## config.mk

```make
export PLATFORM = sky130hd
export DESIGN_NAME = cell_chain_fifo
export DESIGN_NICKNAME = d
export VERILOG_FILES = /design/src/rtl/cell_chain_pkg.sv /design/src/rtl/cell_route_ctrl.sv /design/src/rtl/cell_slot_dp.sv /design/src/rtl/cell_chain_fifo.sv
export SDC_FILE = /design/constraint.sdc
export NUM_CORES = 1
export LEC_CHECK = 0
export ABC_AREA = 1
export BUFFER_PORTS_ARGS = -buffer_cell sky130_fd_sc_hd__buf_2
export CORE_MARGIN = 4
export CORE_UTILIZATION = 59
export CTS_CLUSTER_SIZE = 30
export DETAILED_ROUTE_END_ITERATION = 10
export GPL_TIMING_DRIVEN = 1
export PLACE_DENSITY = 0.81
export SLEW_MARGIN = 20
export SYNTH_ARGS = -nofsm -noshare
export SYNTH_HDL_FRONTEND = slang
export SYNTH_SLANG_ARGS = --single-unit
```

## constraint.sdc

```tcl
create_clock -name clk -period 1.65 [get_ports clk]
set_input_delay 0.0825 -clock clk [delete_from_list [all_inputs] [get_ports clk]]
set_output_delay 0.0825 -clock clk [all_outputs]
set_load 0.005 [all_outputs]
```

## src/rtl/cell_chain_pkg.sv

```systemverilog
package cell_chain_pkg;

  // Routing strobes from a cell's control to its datapath.
  // Source: d = from below, u = from above, b = own slot.
  // Destination: b = own slot, u = up link, d = down link.
  typedef struct packed {
    logic d2b;
    logic d2u;
    logic d2d;
    logic u2b;
    logic u2d;
    logic b2b;
    logic b2d;
  } route_t;

endpackage

```

## src/rtl/cell_route_ctrl.sv

```systemverilog
module cell_route_ctrl
  import cell_chain_pkg::*;
#(
  parameter bit IS_TOP = 1'b0
) (
  input  logic   belowV,
  input  logic   aboveV,
  input  logic   bufV,
  input  logic   rdIn,
  output route_t route,
  output logic   rdOut
);

  // Memoryless routing decision for one cell.
  always_comb begin
    route = '0;
    rdOut = 1'b0;
    if (!rdIn) begin
      if (bufV) begin
        route.b2b = 1'b1;
        route.d2u = belowV;
      end else if (aboveV) begin
        route.u2b = 1'b1;
        route.d2u = belowV;
      end else begin
        route.d2b = belowV;
      end
    end else begin
      if (bufV) begin
        route.b2d = 1'b1;
        rdOut     = 1'b1;
        // The top cell frees its slot this slot, so it keeps the newcomer.
        if (IS_TOP) route.d2b = belowV;
        else        route.d2u = belowV;
      end else if (aboveV) begin
        route.u2d = 1'b1;
        rdOut     = 1'b1;
        route.d2u = belowV;
      end else begin
        route.d2d = belowV;
      end
    end
  end

endmodule

```

## src/rtl/cell_slot_dp.sv

```systemverilog
module cell_slot_dp
  import cell_chain_pkg::*;
#(
  parameter int TAG_W = 7,
  parameter int HOP_W = 8
) (
  input  logic             clk,
  input  logic             rst,
  input  route_t           route,
  input  logic             belowV,
  input  logic [TAG_W-1:0] belowTag,
  input  logic [HOP_W-1:0] belowHops,
  input  logic             aboveV,
  input  logic [TAG_W-1:0] aboveTag,
  input  logic [HOP_W-1:0] aboveHops,
  output logic             bufV,
  output logic             upV,
  output logic [TAG_W-1:0] upTag,
  output logic [HOP_W-1:0] upHops,
  output logic             downV,
  output logic [TAG_W-1:0] downTag,
  output logic [HOP_W-1:0] downHops
);

  logic [TAG_W-1:0] bufTag;
  logic [HOP_W-1:0] bufHops;
  logic [HOP_W-1:0] belowNext, aboveNext, bufNext;

  assign belowNext = belowHops + HOP_W'(1);
  assign aboveNext = aboveHops + HOP_W'(1);
  assign bufNext   = bufHops + HOP_W'(1);

  // Upward pass ripples through within the slot.
  assign upV    = belowV & route.d2u;
  assign upTag  = belowTag;
  assign upHops = belowNext;

  always_ff @(posedge clk) begin
    if (rst) begin
      bufV     <= 1'b0;
      bufTag   <= '0;
      bufHops  <= '0;
      downV    <= 1'b0;
      downTag  <= '0;
      downHops <= '0;
    end else begin
      bufV <= route.d2b | route.u2b | route.b2b;
      if (route.d2b) begin
        bufTag  <= belowTag;
        bufHops <= belowNext;
      end else if (route.u2b) begin
        bufTag  <= aboveTag;
        bufHops <= aboveNext;
      end else if (route.b2b) begin
        bufHops <= bufNext;
      end
      downV <= route.d2d | route.u2d | route.b2d;
      if (route.d2d) begin
        downTag  <= belowTag;
        downHops <= belowNext;
      end else if (route.u2d) begin
        downTag  <= aboveTag;
        downHops <= aboveNext;
      end else if (route.b2d) begin
        downTag  <= bufTag;
        downHops <= bufNext;
      end
    end
  end

endmodule

```

## src/rtl/cell_chain_fifo.sv

```systemverilog
module cell_chain_fifo
  import cell_chain_pkg::*;
#(
  parameter int N     = 4,
  parameter int TAG_W = 7,
  parameter int HOP_W = 8
) (
  input  logic             clk,
  input  logic             rst,
  input  logic             wrValid,
  input  logic [TAG_W-1:0] wrTag,
  input  logic             rdReq,
  output logic             egrValid,
  output logic [TAG_W-1:0] egrTag,
  output logic [HOP_W-1:0] egrHops
);

  localparam int TOP = N - 1;

  logic [N-1:0]     bufOccVec, flightVec, upVec, rdVec;
  logic [TAG_W-1:0] upTagA   [N];
  logic [HOP_W-1:0] upHopsA  [N];
  logic [TAG_W-1:0] dnTagA   [N];
  logic [HOP_W-1:0] dnHopsA  [N];

  // Signals observed by the bound checker.
  logic             dropV;
  logic [TAG_W-1:0] dropTag;
  logic [HOP_W-1:0] dropHops;
  logic             topRdOut;

  for (genvar i = 0; i < N; i++) begin : g_cell
    route_t           route;
    logic             belowV, aboveV, rdIn;
    logic [TAG_W-1:0] belowTag, aboveTag;
    logic [HOP_W-1:0] belowHops, aboveHops;

    if (i == 0) begin : g_root
      assign belowV    = wrValid;
      assign belowTag  = wrTag;
      assign belowHops = '0;
      assign rdIn      = rdReq;
    end else begin : g_inner
      assign belowV    = upVec[i-1];
      assign belowTag  = upTagA[i-1];
      assign belowHops = upHopsA[i-1];
      assign rdIn      = rdVec[i-1];
    end

    if (i == TOP) begin : g_top
      assign aboveV    = 1'b0;
      assign aboveTag  = '0;
      assign aboveHops = '0;
    end else begin : g_below_top
      assign aboveV    = flightVec[i+1];
      assign aboveTag  = dnTagA[i+1];
      assign aboveHops = dnHopsA[i+1];
    end

    cell_route_ctrl #(.IS_TOP(i == TOP)) u_ctrl (
      .belowV (belowV),
      .aboveV (aboveV),
      .bufV   (bufOccVec[i]),
      .rdIn   (rdIn),
      .route  (route),
      .rdOut  (rdVec[i])
    );

    cell_slot_dp #(.TAG_W(TAG_W), .HOP_W(HOP_W)) u_dp (
      .clk       (clk),
      .rst       (rst),
      .route     (route),
      .belowV    (belowV),
      .belowTag  (belowTag),
      .belowHops (belowHops),
      .aboveV    (aboveV),
      .aboveTag  (aboveTag),
      .aboveHops (aboveHops),
      .bufV      (bufOccVec[i]),
      .upV       (upVec[i]),
      .upTag     (upTagA[i]),
      .upHops    (upHopsA[i]),
      .downV     (flightVec[i]),
      .downTag   (dnTagA[i]),
      .downHops  (dnHopsA[i])
    );
  end

  assign dropV    = upVec[TOP];
  assign dropTag  = upTagA[TOP];
  assign dropHops = upHopsA[TOP];
  assign topRdOut = rdVec[TOP];

  assign egrValid = flightVec[0];
  assign egrTag   = dnTagA[0];
  assign egrHops  = dnHopsA[0];

endmodule

```

==> reports/metrics.cfg <==
[die]
die-area_mm2 = 0.01331
fp-row-count = 38
io_pins = 27
die_w_um = 115.4
coreArea_mm2 = 0.01108
die_height_um = 115.4
floorplan.initialDensity_pct = 61.41

[finish]
drive_above_1_share_pct = 13.74
insertedDiodeCount = 0
fillers = 906
final_util_pct = 72.50
nets = 1134
multi_input_area_mm2 = 0.003709
design_area_mm2 = 0.008031
syn_to_final_growth_pct = 18.06
seq_area_mm2 = 0.002565

[synth]
ys.flop_type = dfxtp_1
synthesis.nets = 1069
ys_seq_area_share_pct = 37.67
netlist_instances = 1051
ys_warn_count = 0
synth.distinct_cells = 31
syn_area_mm2 = 0.006803
synth_area_per_cell_um2 = 6.473
async_flop_share_pct = 0
synth_edf_count = 0
ys_seq_elements = 128

[cts]
cts_buffer_depth = 2
cts.sinks = 128
cts-htree-levels = 4
cts-buffers-inserted = 17
clock_latency_ns = 0.42
root_buffer = clkbuf_16
holdBufCountCts = 0
path_clk_slew_ns = 0.06
cts_tree = done

[critical_path]
cp-end-kind = flip-flop
crit_arrival_ns = 1.97
required_ns = 2.00
start_kind = flip-flop
cp_slowest_cell = dfxtp_2
crit_family = simple AND/OR/NAND/NOR gates
crit_top_cell = nand2_1
path_max_fanout = 11
worst-path-buf-inv = 3
crit_path_cell_trace = buf_4 -> inv_1 -> nand2_2 -> nand2_1 -> nor2_4 -> nand3_1 -> buf_4 -> nand2_1 -> nand2_1 -> a21oi_1
slowest_delay_ns = 0.37
worstSetupPathType = flip-flop to flip-flop

[global_routing]
grt_pass1_vias = 6443
track_usage_pct = 28.95
antenna_found_initial = 0
overflow = 0
grt_pass1_wl_mm = 30.68
grt_max_degree = 37

[run]
max-cap-violations = 0

[placement]
dp_hpwl_mm = 12.80
gp_congestion = 0.8955
placedInstanceArea_mm2 = 0.007330
port_buffers = 26
dp_slack_ns = -0.01959

[power]
pwr-share-comb_pct = 6.1
pwr-share-seq_pct = 42.6
power.leakage_uw = 0.003712
irDropWorstVdd_mv = 0.8798
p_int_uw = 5734
clkPwrFrac_pct = 51.3
p_per_area_mw_per_mm2 = 935.8
switching_share_pct = 23.71
switching_power_uw = 1782

[sta]
worst_pin_slew_ns = 0.5106
slew_headroom_pct = 65.92
fin_crit_sh_pct = 98.39
setup_violations = 0
finalCriticalPeriod_ns = 1.623
whs_ns = 0.01920
skew_ns = 0.005893
setup_ws_ns = 0.02664
finalMaxSlewViolations = 0
rsz0062_at_grt = yes
hold_viol = 0
fmax_ghz = 0.6160

[route]
wire_per_inst_um = 14.43
drtPass1Iterations = 6
drt_first_iter_violations = 812
vias_per_cell = 5.509
ant_nets = 0
route.final.wire_length_mm = 18.30
route.vias.total = 6986
drc = 0

[outcome]
outcome = finished, final reports clean

[min_path]
hold_class = primary input to flip-flop

## flip-flops by register name, indices dropped and copies added (netlist names)
| name | flops |
|---|---|
| g_cell.u_dp.downV | 4 |
| g_cell.u_dp.bufV | 4 |
| g_cell.u_dp.bufHops | 32 |
| g_cell.u_dp.downHops | 32 |
| g_cell.u_dp.bufTag | 28 |
| g_cell.u_dp.downTag | 28 |
## cell usage after synthesis (2+ instances only)
library cell  count  area (µm²)
ha_1              7       87.58
clkbuf_1         14       52.55
o211ai_1         10       75.07
xnor2_1          13       113.9
inv_1           102       382.9
buf_1             4       15.01
o22ai_1           2       12.51
nand4_1           5       31.28
buf_2            15       75.07
nand2_4           3       33.78
nor2_2            7       43.79
a31oi_1          11       68.82
nor2_4            4       45.04
nor2_1           78       292.8
buf_4             2       15.01
nand2_2           5       31.28
xor2_1           13       113.9
inv_2             8       30.03
dfxtp_1         128        2562
a21oi_1          86       430.4
o21ai_0          84       420.4
nor3_1            3       15.01
nand3_1          94       470.5
nand2_1         343        1287
nand3b_1          4       30.03
## worst register-to-register path, stage by stage (launching register included)
cell and delay [ns]:
dfxtp_2 0.37, buf_4 0.14, inv_1 0.04, nand2_2 0.11, nand2_1 0.13, nor2_4 0.17, nand3_1 0.10, buf_4 0.19
nand2_1 0.09, nand2_1 0.07, a21oi_1 0.14
## per-layer routing
metal | share of wire [%] | global-route usage, % | routed length, µm | vias to the layer above
li1 | - | - | - | 3518
met1 | 43 | 36.79 | 7786 | 3164
met2 | 48 | 48.11 | 8813 | 266
met3 | 7.0 | 6.684 | 1288 | 38
met4 | 2.3 | 10.49 | 412 | 0
met5 | 0 | 0 | 0 | -
## layout make-up
class / count / area share, %
Clock buffer: 19 / 5.515
Clock inverter: 12 / 2.010
Inverter: 111 / 5.281
Multi-Input combinational cell: 776 / 46.18
Sequential cell: 128 / 31.94
Tap cell: 140 / 2.181
Timing Repair Buffer: 82 / 6.901
## power by group through the flow
stage	Combinational [µW]	Clock, µW	Sequential [µW]
final	459	3850	3200
after global routing	517	4020	3210
after CTS	444	3880	3200
after detailed placement	436	0	3270
after global placement	433	0	3260
after floorplan	265	0	3260
## cell families after synthesis
family	after synthesis	synth area share, %
AO/OA/AOI/OAI	194	14.93
adder cells (fa/ha/maj)	7	1.287
AND/OR/NAND/NOR	549	34.15
XOR/XNOR	26	3.347
flip-flops	128	37.67
buffers and inverters	147	8.608
## through the flow
stage / total power [µW] / setup TNS [ns] / std cells
2_1_floorplan: 3526 / 0 / 1051
3_3_place_gp: 3696 / 0 / 1233
3_5_place_dp: 3701 / -0.04056 / 1233
4_1_cts: 7526 / -0.002122 / 1264
5_1_grt: 7747 / -0.1377 / 1268
6_report: 7516 / 0 / 1268
## what timing repair did
item	4_1_cts	5_1_grt
resized for setup	1	20
pin swaps	0	0
cloned	0	0
endpoints found under the hold margin	0	0
setup buffers	0	4
endpoints found under the setup margin	7	67
## placed cells by master, fill, tap and decap left out, types with 6 or more instances in the layout
| master | instances |
|---|---|
| xnor2_1 | 13 |
| buf_2 | 26 |
| a21oi_1 | 86 |
| xor2_1 | 13 |
| nand2_2 | 7 |
| a31oi_1 | 11 |
| nor2_4 | 8 |
| clkbuf_16 | 17 |
| nor2_1 | 75 |
| nand2_1 | 339 |
| ha_1 | 7 |
| inv_1 | 100 |
| inv_2 | 9 |
| buf_4 | 55 |
| o211ai_1 | 10 |
| nor2_2 | 6 |
| dfxtp_1 | 126 |
| nand3_1 | 94 |
| o21ai_0 | 83 |
## path summary, 6_finish.rpt
path                                  from                        end  slack (ns)  cells after the start
hold / removal                    wrTag[0]   g_cell[3].u_dp.bufTag[0]        0.02                      3
setup / recovery      g_cell[1].u_dp.downV  g_cell[3].u_dp.downTag[0]        0.03                     10
setup reg to reg      g_cell[1].u_dp.downV  g_cell[3].u_dp.downTag[0]        0.03                     10
hold reg to reg   g_cell[3].u_dp.bufTag[4]   g_cell[3].u_dp.bufTag[4]        0.47                      2
Note: power is estimated with default switching activity, not from simulation.
